===== src/rtl/fnan_pkg.sv =====
`timescale 1ns/1ps
package fnan_pkg;
  parameter int SP_W     = 32;
  parameter int SP_EXP_W = 8;
  parameter int DP_W     = 64;
  parameter int DP_EXP_W = 11;
  parameter int RULESETS = 4;

  localparam int SP_FRAC_W = SP_W - 1 - SP_EXP_W;
  localparam int DP_FRAC_W = DP_W - 1 - DP_EXP_W;
  localparam int CODE_W    = $clog2(RULESETS);

  localparam logic [SP_W-1:0] DNAN_SP =
    {1'b0, {SP_EXP_W{1'b1}}, 1'b1, {(SP_FRAC_W-1){1'b0}}};
  localparam logic [DP_W-1:0] DNAN_DP =
    {1'b0, {DP_EXP_W{1'b1}}, 1'b1, {(DP_FRAC_W-1){1'b0}}};

  typedef enum logic [1:0] {
    PICK_A    = 2'd0,
    PICK_B    = 2'd1,
    PICK_C    = 2'd2,
    PICK_DFLT = 2'd3
  } pick_e;

  typedef struct packed {
    logic is_nan;
    logic is_q;
    logic is_s;
  } nan_cls_t;

  // Classify a 64-bit bus as a single or double value.
  function automatic nan_cls_t classify(input logic [DP_W-1:0] v, input logic dbl);
    nan_cls_t r;
    logic exp_ones, frac_nz, qbit;
    if (dbl) begin
      exp_ones = &v[DP_W-2 -: DP_EXP_W];
      frac_nz  = |v[DP_FRAC_W-1:0];
      qbit     = v[DP_FRAC_W-1];
    end else begin
      exp_ones = &v[SP_W-2 -: SP_EXP_W];
      frac_nz  = |v[SP_FRAC_W-1:0];
      qbit     = v[SP_FRAC_W-1];
    end
    r.is_nan = exp_ones & frac_nz;
    r.is_q   = r.is_nan & qbit;
    r.is_s   = r.is_nan & ~qbit;
    return r;
  endfunction

  // Set the quiet bit of a signaling NaN; pass everything else through.
  function automatic logic [DP_W-1:0] quieten(input logic [DP_W-1:0] v,
                                              input logic dbl, input logic sig);
    logic [DP_W-1:0] r;
    if (dbl) begin
      r = v;
      if (sig) r[DP_FRAC_W-1] = 1'b1;
    end else begin
      r = {{(DP_W-SP_W){1'b0}}, v[SP_W-1:0]};
      if (sig) r[SP_FRAC_W-1] = 1'b1;
    end
    return r;
  endfunction

  function automatic logic [DP_W-1:0] default_nan(input logic dbl);
    return dbl ? DNAN_DP : {{(DP_W-SP_W){1'b0}}, DNAN_SP};
  endfunction
endpackage


===== src/rtl/fnan_classify.sv =====
`timescale 1ns/1ps
module fnan_classify
  import fnan_pkg::*;
(
  input  logic [DP_W-1:0] opnd,
  input  logic            is_double,
  output nan_cls_t        cls
);
  always_comb cls = classify(opnd, is_double);
endmodule


===== src/rtl/fnan_rules.sv =====
`timescale 1ns/1ps
module fnan_rules
  import fnan_pkg::*;
(
  input  nan_cls_t          ca,
  input  nan_cls_t          cb,
  input  nan_cls_t          cc,
  input  logic              infzero,
  input  logic [CODE_W-1:0] rule_sel,
  output logic [1:0]        pick_code,
  output logic              rule_inv
);
  logic [1:0] cand_code [RULESETS];
  logic       cand_inv  [RULESETS];

  for (genvar g = 0; g < RULESETS; g++) begin : g_rule
    if (g == 0) begin : g_r0
      always_comb begin
        cand_inv[g] = 1'b0;
        if (infzero && cc.is_q) begin
          cand_code[g] = PICK_DFLT;
          cand_inv[g]  = 1'b1;
        end
        else if (cc.is_s) cand_code[g] = PICK_C;
        else if (ca.is_s) cand_code[g] = PICK_A;
        else if (cb.is_s) cand_code[g] = PICK_B;
        else if (cc.is_q) cand_code[g] = PICK_C;
        else if (ca.is_q) cand_code[g] = PICK_A;
        else              cand_code[g] = PICK_B;
      end
    end else if (g == 1) begin : g_r1
      always_comb begin
        cand_inv[g] = 1'b0;
        if (infzero) begin
          cand_code[g] = PICK_DFLT;
          cand_inv[g]  = 1'b1;
        end
        else if (ca.is_s) cand_code[g] = PICK_A;
        else if (cb.is_s) cand_code[g] = PICK_B;
        else if (cc.is_s) cand_code[g] = PICK_C;
        else if (ca.is_q) cand_code[g] = PICK_A;
        else if (cb.is_q) cand_code[g] = PICK_B;
        else              cand_code[g] = PICK_C;
      end
    end else if (g == 2) begin : g_r2
      always_comb begin
        cand_inv[g] = 1'b0;
        if (infzero) begin
          cand_code[g] = PICK_C;
          cand_inv[g]  = 1'b1;
        end
        else if (ca.is_nan) cand_code[g] = PICK_A;
        else if (cc.is_nan) cand_code[g] = PICK_C;
        else                cand_code[g] = PICK_B;
      end
    end else begin : g_rfb
      always_comb begin
        cand_inv[g] = 1'b0;
        if (ca.is_nan)      cand_code[g] = PICK_A;
        else if (cb.is_nan) cand_code[g] = PICK_B;
        else                cand_code[g] = PICK_C;
      end
    end
  end

  assign pick_code = cand_code[rule_sel];
  assign rule_inv  = cand_inv[rule_sel];
endmodule


===== src/rtl/fnan_emit.sv =====
`timescale 1ns/1ps
module fnan_emit
  import fnan_pkg::*;
(
  input  logic [DP_W-1:0] op_a,
  input  logic [DP_W-1:0] op_b,
  input  logic [DP_W-1:0] op_c,
  input  nan_cls_t        ca,
  input  nan_cls_t        cb,
  input  nan_cls_t        cc,
  input  logic            is_double,
  input  logic            dflt_mode,
  input  logic [1:0]      pick_code,
  output logic [DP_W-1:0] res,
  output logic            picked_nan,
  output logic            forced_dflt
);
  logic [DP_W-1:0] chosen;

  always_comb begin
    chosen     = default_nan(is_double);
    picked_nan = 1'b0;
    case (pick_code)
      PICK_A: begin chosen = quieten(op_a, is_double, ca.is_s); picked_nan = ca.is_nan; end
      PICK_B: begin chosen = quieten(op_b, is_double, cb.is_s); picked_nan = cb.is_nan; end
      PICK_C: begin chosen = quieten(op_c, is_double, cc.is_s); picked_nan = cc.is_nan; end
      default: ;
    endcase
  end

  assign forced_dflt = dflt_mode | (pick_code == PICK_DFLT);
  assign res = forced_dflt ? default_nan(is_double) : chosen;
endmodule


===== src/rtl/fma_nan_select.sv =====
`timescale 1ns/1ps
module fma_nan_select
  import fnan_pkg::*;
(
  input  logic [63:0] op_a,
  input  logic [63:0] op_b,
  input  logic [63:0] op_c,
  input  logic        is_double,
  input  logic        prod_inf_zero,
  input  logic        dflt_mode,
  input  logic [1:0]  rule_sel,
  output logic [63:0] res,
  output logic        invalid,
  output logic [1:0]  sel_code
);
  localparam int NOPS = 3;

  logic [DP_W-1:0] ops [NOPS];
  nan_cls_t        cls [NOPS];
  logic            any_snan;
  logic            rule_inv;
  logic [1:0]      pick_code;
  logic            picked_nan;
  logic            forced_dflt;

  assign ops[0] = op_a;
  assign ops[1] = op_b;
  assign ops[2] = op_c;

  for (genvar i = 0; i < NOPS; i++) begin : g_cls
    fnan_classify u_cls (.opnd(ops[i]), .is_double(is_double), .cls(cls[i]));
  end

  assign any_snan = cls[0].is_s | cls[1].is_s | cls[2].is_s;

  fnan_rules u_rules (
    .ca(cls[0]), .cb(cls[1]), .cc(cls[2]),
    .infzero(prod_inf_zero), .rule_sel(rule_sel),
    .pick_code(pick_code), .rule_inv(rule_inv)
  );

  fnan_emit u_emit (
    .op_a(op_a), .op_b(op_b), .op_c(op_c),
    .ca(cls[0]), .cb(cls[1]), .cc(cls[2]),
    .is_double(is_double), .dflt_mode(dflt_mode), .pick_code(pick_code),
    .res(res), .picked_nan(picked_nan), .forced_dflt(forced_dflt)
  );

  assign invalid  = any_snan | rule_inv;
  assign sel_code = pick_code;
endmodule


===== config.mk =====
export PLATFORM = sky130hd
export DESIGN_NAME = fma_nan_select
export DESIGN_NICKNAME = d
export VERILOG_FILES = /design/src/rtl/fnan_pkg.sv /design/src/rtl/fnan_classify.sv /design/src/rtl/fnan_rules.sv /design/src/rtl/fnan_emit.sv /design/src/rtl/fma_nan_select.sv
export SDC_FILE = /design/constraint.sdc
export NUM_CORES = 1
export LEC_CHECK = 0
export BUFFER_PORTS_ARGS = -buffer_cell sky130_fd_sc_hd__buf_2
export CORE_AREA = 4 4 99 101
export DETAILED_ROUTE_END_ITERATION = 10
export DIE_AREA = 0 0 103 105
export GPL_ROUTABILITY_DRIVEN = 1
export PLACE_DENSITY = 0.68
export SYNTH_ARGS = -nofsm -noshare
export SYNTH_HDL_FRONTEND = slang
export SYNTH_HIERARCHICAL = 1
export SYNTH_SLANG_ARGS = --single-unit
export TNS_END_PERCENT = 50

===== constraint.sdc =====
create_clock -name vclk -period 2.9
set_input_delay 0.145 -clock vclk [all_inputs]
set_output_delay 0.145 -clock vclk [all_outputs]
set_load 0.005 [all_outputs]

==> run summary, run 1 <==
Failing checks: negative setup slack
Synthesized area: 2620 µm²
# DRC: 0
WP depth: 13
Final setup violation count: 27
Initial antenna violation count: 0
Global-route usage over all layers: 0.253
P_int: 453 µW
Clock Power Share: 0
Switching share of power: 0.482
Die Footprint: 10800 µm²
Global-route wire length before repair: 22500 µm
RSZ-0062 raised after global routing: yes
FF+latch area: 0 µm²
Crit path DAT: 2.80 ns
Vias in the first global route: 4580
Logic pwr share: 1.000
Critical-path cell list: buf_2 -> nor4_4 -> buf_4 -> nand4_1 -> nor2_4 -> a211oi_2 -> a32o_1 -> o31a_4 -> buf_6 -> nor2b_4 -> or4b_1 -> o311a_1 -> buf_2
DPL Wire Length: 12300 µm
Slowest cell on the critical path: or4b_1
Syn Inst Count: 400
DRT iter0 DRCs: 219
Largest stage delay on the critical path: 0.45 ns
MaxCap Viol Count: 0
Fin. Hold Viols: 0
Vias per cell: 5.63
Vias: 4603
Synth Warn #: 6
IO Port Bufs: 264
Crit end category: output pin
CP delay by family, top: simple AND/OR/NAND/NOR gates
WP buf/inv: 4
DRT Pass-1 Iters: 6
Die height: 105 µm
Nets@finish: 906
Synthesized Nets: 597
Slew @ Worst Pin: 0.914 ns
Total power: 873 µW
Layout cell share with drive strength beyond 1: 0.661
Seq cells: 0
Area Overhead vs Synth: 97.9%
Post-layout min period: 2.94 ns
Maximum vdd drop: 0.0726 mV
Cts hold-fix bufs: 0
Worst hold path type: primary input to output pin
Wirelength per Cell: 19.7 µm
Crit Path Max Fanout: 7
Critical path class: primary input to output pin
Inserted Diodes: 0
Pwr/cell area: 168 nW/µm²
Initial Util: 0.290
Register share of total power: 0
Die Width: 103 µm
Largest net degree at the start of global routing: 42
Total grt overflow: 0
Post-DRT Antenna Nets: 0
Static Leak: 2.49 nW
GPL Wtd Cong: 0.988
Slew Limit Headroom: 0.391
WP data required: 2.76 ns
Most used cell, CP: buf_2
Synthesized area per cell: 6.55 µm²
Status: complete, but fails checks
Critical Path Sink: res[51]
Setup TNS: -0.496 ns
I/O Pins: 264
Area of the core: 9020 µm²
Fmax: 340 MHz
Routed WL: 16100 µm
Sw power: 421 µW
Final instance area: 5190 µm²
Final max-slew violation count: 0
Final Worst Setup Slack: -0.0413 ns
Worst Setup SP: op_b[0]
Util after Layout: 0.575
Placed Instance Area: 4350 µm²
Worst setup SP type: primary input
Final Cycle Share: 1.01
Cell Rows: 35
CLK BUF: 0
-- through the flow --
stage | setup slack (ns) | hold WS (ns) | cells
4_1_cts | -0.0408 | 0.602 | 808
5_1_grt | -0.187 | 0.617 | 818
6_report | -0.0413 | 0.599 | 818
3_5_place_dp | -0.279 | 0.599 | 797
3_3_place_gp | -0.258 | 0.598 | 797
2_1_floorplan | 0.347 | 0.374 | 400
-- how the worst min path moves through the flow --
stage	startpoint	end	slack (ns)	cells past startpoint
after CTS	op_c[63]	res[63]	0.60	4
final	op_c[63]	res[63]	0.60	4
after detailed placement	op_c[63]	res[63]	0.60	4
after floorplan	rule_sel[1]	sel_code[1]	0.37	1
after global placement	op_c[63]	res[63]	0.60	4
after global routing	op_c[63]	res[63]	0.62	4
-- cells in the final DEF, fill, tap and decap left out, types with 9 or more instances in the layout --
cell	n
a21oi_1	19
or2_4	25
a221oi_2	9
nor2_1	22
nor4_1	20
a21oi_2	30
nand2_1	48
nand4_1	18
buf_2	263
a221oi_1	11
or2_2	21
buf_4	52
mux2i_1	60
-- area by class of cell --
cell class / instances / area [µm²]
fillers: 879 / 3830
inverters: 2 / 7.51
multi-input cells: 366 / 2880
well taps: 111 / 139
repair buffers: 339 / 2160
-- routing by layer --
layer | wire [µm] | vias to the layer above | share of wire | global-route usage
li1 | - | 2145 | - | -
met1 | 6070 | 2176 | 0.38 | 0.302
met2 | 8240 | 245 | 0.51 | 0.462
met3 | 1340 | 37 | 0.083 | 0.0347
met4 | 431 | 0 | 0.027 | 0.0629
met5 | 0 | - | 0 | 0
-- repair_timing --
item	in CTS	in global routing
cloned	2	7
setup buffers	9	4
pin swaps	16	36
setup endpoints to repair	64	64
endpoints found under the hold margin	0	0
resized for setup	50	80
-- power groups by stage --
stage                     clock [mW]  combinational (mW)  sequential [mW]
after detailed placement           0               0.687                0
final                              0               0.873                0
after global routing               0               0.931                0
after floorplan                    0               0.332                0
after global placement             0               0.673                0
after CTS                          0               0.749                0
Power figures use the tool's default switching activity.
==> inputs of run 2 (changes only) <==
Settings changed: SETUP_SLACK_MARGIN from default to 0.4, TNS_END_PERCENT 50 to 100.
==> run summary, run 2 (synthesis gave the netlist of run 1 again) <==
Cts hold-fix bufs: 0 (unchanged)
MaxCap Viol Count: 0 (unchanged)
Final setup violation count: 51 (+89%)
Crit end category: output pin
Slew Limit Headroom: 0.510 (+0.119)
Global-route usage over all layers: 0.259 (+0.00647)
Nets@finish: 940 (+3.8%)
Slew @ Worst Pin: 0.734 ns (-0.180 ns)
Post-DRT Antenna Nets: 0 (unchanged)
Worst hold path cell count: 4 (unchanged)
Inserted Diodes: 0 (unchanged)
Total power: 1.06 mW (+22%)
Critical-path cell list: buf_8 -> nor4_4 -> buf_4 -> nand4_1 -> nor2_2 -> buf_6 -> a211oi_4 -> buf_6 -> nor2_4 -> o21ba_4 -> o22ai_2 -> a22oi_2 -> nor2b_4 -> buf_12 -> buf_12 -> buf_16 -> nand2_2 -> a21oi_2 -> buf_2
Worst Hold End: res[32]
FF+latch area: 0 µm² (unchanged)
GPL Wtd Cong: 0.985 (-0.28%)
Pwr/cell area: 176 nW/µm² (+4.3%)
Crit path DAT: 2.83 ns (+0.03 ns)
Static Leak: 2.83 nW (+14%)
Fin. Hold Viols: 0 (unchanged)
Die Footprint: 10800 µm² (unchanged)
Gr busiest metal: met2
Die height: 105 µm (unchanged)
Final max-slew violation count: 0 (unchanged)
Logic pwr share: 1.000 (about the same)
Most frequent cells in the layout: buf_2 (253), buf_4 (59), mux2i_1 (56)
RSZ-0062 raised after global routing: yes
Worst hold path type: primary input to output pin
GR Util met1: 0.328 (+0.0265)
Failing checks: negative setup slack
Most common cell after layout, fill and taps aside: buf_2
WP data required: 2.76 ns (about the same)
Critical path class: primary input to output pin
Fmax: 336 MHz (-1.2%)
Vias per cell: 5.61 (-0.24%)
Largest stage delay on the critical path: 0.31 ns (-0.14 ns)
HP Start: op_c[32]
Sw power: 493 µW (+17%)
Met3 Use GR: 0.0234 (-0.0113)
Initial antenna violation count: 0 (unchanged)
P_int: 572 µW (+26%)
Clock Power Share: 0 (unchanged)
CP delay by family, top: buffers and inverters
Largest net degree at the start of global routing: 29 (-31%)
WP buf/inv: 8 (+4)
Area of the core: 9020 µm² (unchanged)
DPL Wire Length: 12200 µm (-0.43%)
Total grt overflow: 0 (unchanged)
Worst setup SP type: primary input
Util after Layout: 0.672 (+0.0968)
M2 GR Usage: 0.473 (+0.0105)
Wirelength per Cell: 20.2 µm (+2.8%)
Vias: 4783 (+3.9%)
Area Overhead vs Synth: 131%
I/O Pins: 264 (unchanged)
Register share of total power: 0 (unchanged)
Die Width: 103 µm (unchanged)
Final Cycle Share: 1.03 (+0.0122)
IO Port Bufs: 264 (unchanged)
Routed WL: 17200 µm (+7.1%)
Cell Rows: 35 (unchanged)
Final Worst Setup Slack: -0.0767 ns (-0.0354 ns)
DRT Pass-1 Iters: 4 (-2)
Vias in the first global route: 4593 (+0.28%)
Initial Util: 0.290 (unchanged)
Status: complete, but fails checks
Maximum vdd drop: 0.0803 mV (+11%)
Global-route wire length before repair: 22900 µm (+2.1%)
Post-layout min period: 2.98 ns (+0.0354 ns)
Seq cells: 0 (unchanged)
Switching share of power: 0.463 (-0.0186)
# DRC: 0 (unchanged)
DRT iter0 DRCs: 311 (+42%)
Crit Path Max Fanout: 9 (+2)
CLK BUF: 0 (unchanged)
Slowest cell on the critical path: a22oi_2
Layout cell share with drive strength beyond 1: 0.746 (+0.0858)
==> run 2: cell count changes in the layout (fill, tap and decap cells not counted), moves of 5 or more <==
cell      change
buf_4         +7
buf_2        -10
nand2_2      +17
a221oi_2      +9
or2_4        -12
or2_2        +11
nand2_1      -18
buf_6        +19
a21oi_1       -6
a221oi_1     -11
a21oi_2       +5
buf_12        +9
==> run 2: how the worst max path moves through the flow <==
stage,from,end,slack [ns],cells after the start
2_1_floorplan,is_double,res[51],0.41,11
3_3_place_gp,op_a[1],res[19],-0.33,15
3_5_place_dp,op_a[1],res[19],-0.31,15
4_1_cts,op_a[2],res[51],-0.03,16
5_1_grt,op_a[0],res[7],-0.20,19
6_report,op_a[0],res[7],-0.08,19
==> run 2: timing repair <==
item,CTS,global route
setup buffers,14,14
gates resized for setup,96,123
gates cloned,7,9
pin swaps,33,49
hold endpoints to repair,0,0
setup endpoints to repair,66,66
==> run 2: final cells by class <==
| type | instances | area (µm²) |
|---|---|---|
| repair buffers | 372 | 2730 |
| inverters | 2 | 7.51 |
| multi-input cells | 367 | 3180 |
| well taps | 111 | 139 |
| fillers | 779 | 2960 |
==> run 2: power groups by stage <==
stage | sequential [mW] | combinational (mW) | clock (mW)
3_5_place_dp | 0 | 0.698 | 0
6_report | 0 | 1.06 | 0
5_1_grt | 0 | 1.12 | 0
2_1_floorplan | 0 | 0.334 | 0
4_1_cts | 0 | 0.853 | 0
3_3_place_gp | 0 | 0.688 | 0
==> run 2: routing by layer <==
metal | routed length (µm) | up-vias
met5 | 0 | -
met4 | 478 | 0
met3 | 1110 | 45
met2 | 8750 | 222
met1 | 6870 | 2293
li1 | - | 2223
==> run 2: stage by stage <==
stage | hold slack, ns | setup TNS [ns] | instances | setup slack [ns] | instance area [µm²]
after global routing | 0.627 | -8.22 | 852 | -0.199 | 6060
after floorplan | 0.374 | 0 | 400 | 0.415 | 2640
final | 0.608 | -1.66 | 852 | -0.0767 | 6060
after CTS | 0.611 | -0.240 | 829 | -0.0295 | 5210
after detailed placement | 0.609 | -9.43 | 808 | -0.312 | 4470
after global placement | 0.610 | -11.59 | 808 | -0.329 | 4470
==> inputs of run 3 (changes only) <==
Settings changed: SETUP_SLACK_MARGIN 0.4 to default.
==> run summary, run 3 (synthesis gave the netlist of run 1 again) <==
Slew @ Worst Pin: 0.909 ns (+0.175 ns)
RSZ-0062 raised after global routing: yes
FF+latch area: 0 µm² (unchanged)
Area Overhead vs Synth: 97.9%
Final setup violation count: 28 (-45%)
Post-layout min period: 2.94 ns (-0.0339 ns)
Final max-slew violation count: 0 (unchanged)
Global-route usage over all layers: 0.253 (-0.00647)
Crit path DAT: 2.80 ns (-0.03 ns)
Fin. Hold Viols: 0 (unchanged)
Status: complete, but fails checks
DRT iter0 DRCs: 232 (-25%)
I/O Pins: 264 (unchanged)
Static Leak: 2.49 nW (-12%)
Failing checks: negative setup slack
Critical path class: primary input to output pin
Total grt overflow: 0 (unchanged)
Vias: 4589 (-4.1%)
Final Cycle Share: 1.01 (-0.0117)
Seq cells: 0 (unchanged)
Pwr/cell area: 168 nW/µm² (-4.4%)
IO Port Bufs: 264 (unchanged)
Die height: 105 µm (unchanged)
Vias per cell: 5.61 (about the same)
Initial Util: 0.290 (unchanged)
Layout cell share with drive strength beyond 1: 0.661 (-0.0858)
Crit end category: output pin
Post-DRT Antenna Nets: 0 (unchanged)
Final Worst Setup Slack: -0.0428 ns (+0.0339 ns)
Area of the core: 9020 µm² (unchanged)
Nets@finish: 906 (-3.6%)
Global-route wire length before repair: 22500 µm (-2.0%)
Most frequent cells in the layout: buf_2 (263), mux2i_1 (60), buf_4 (52)
Worst hold path type: primary input to output pin
DRT Pass-1 Iters: 5 (+1)
Wirelength per Cell: 19.5 µm (-3.3%)
Fmax: 340 MHz (+1.2%)
Cell Rows: 35 (unchanged)
Worst setup SP type: primary input
Dpl ws: -0.279 ns (+0.0335 ns)
Fillers: 879 (+13%)
Die Width: 103 µm (unchanged)
Final hold slack: 0.599 ns (-0.00875 ns)
Cts hold-fix bufs: 0 (unchanged)
Crit Path Max Fanout: 7 (-2)
GPL Wtd Cong: 0.988 (+0.28%)
Most common cell after layout, fill and taps aside: buf_2
Die Footprint: 10800 µm² (unchanged)
Maximum vdd drop: 0.0721 mV (-10%)
Inserted Diodes: 0 (unchanged)
DPL Wire Length: 12300 µm (+0.43%)
Critical-path cell list: buf_2 -> nor4_4 -> buf_4 -> nand4_1 -> o21ai_2 -> a211oi_4 -> buf_4 -> a2111oi_4 -> o31a_4 -> buf_12 -> clkbuf_16 -> mux2i_1 -> or2_4 -> a21oi_2 -> buf_2
Setup TNS: -0.516 ns (+1.14 ns)
Slew Limit Headroom: 0.394 (-0.116)
Vias in the first global route: 4580 (-0.28%)
Total power: 871 µW (-18%)
Routed WL: 16000 µm (-7.2%)
WP data required: 2.76 ns (about the same)
Slowest cell on the critical path: nor4_4
# DRC: 0 (unchanged)
Initial antenna violation count: 0 (unchanged)
MaxCap Viol Count: 0 (unchanged)
Largest stage delay on the critical path: 0.28 ns (-0.03 ns)
CLK BUF: 0 (unchanged)
Largest net degree at the start of global routing: 42 (+45%)
-- run 3: final cells by class --
| class | count | area, µm² | area share |
|---|---|---|---|
| Timing Repair Buffer | 339 | 2160 | 0.416 |
| Tap cell | 111 | 139 | 0.0268 |
| Inverter | 2 | 7.51 | 0.00145 |
| Multi-Input combinational cell | 366 | 2880 | 0.556 |
-- run 3: report_power, final --
group / switching (mW) / internal, mW / leakage [nW] / total, mW
Sequential: 0 / 0 / 0 / 0
Combinational: 0.418 / 0.453 / 2.49 / 0.871
Clock: 0 / 0 / 0 / 0
Total: 0.418 / 0.453 / 2.49 / 0.871
-- run 3: path summary, 6_finish.rpt --
| check | from | to | slack (ns) | depth (start not counted) |
|---|---|---|---|---|
| worst max-delay path | op_a[25] | res[13] | -0.04 | 15 |
| worst min-delay path | op_c[63] | res[63] | 0.60 | 4 |
-- run 3: metal layers --
metal  track usage  vias to the layer above  share of wire
met5             0                        -              0
met4        0.0629                        0          0.028
met3        0.0347                       40          0.090
met2         0.462                      252           0.51
met1         0.302                     2154           0.37
li1              -                     2143              -
-- run 3: repair_timing --
| action | in CTS | in global routing |
|---|---|---|
| buffers inserted | 9 | 4 |
| endpoints found under the setup margin | 64 | 64 |
| pin swaps | 16 | 37 |
| gates resized for setup | 50 | 80 |
| cloned | 2 | 7 |
-- run 3: through the flow --
stage / cells / area (µm²) / utilization
CTS: 808 / 4720 / 0.523
finish: 818 / 5190 / 0.575
global placement: 797 / 4350 / 0.482
global route: 818 / 5190 / 0.575
floorplan: 400 / 2620 / -
detailed placement: 797 / 4350 / 0.482
-- run 3: critical path, delay by kind of cell --
| family | cells | cell delay (ns) |
|---|---|---|
| AND/OR/NAND/NOR | 3 | 0.55 |
| buffers and inverters | 6 | 0.92 |
| AO/OA/AOI/OAI | 5 | 0.93 |
| multiplexers | 1 | 0.23 |
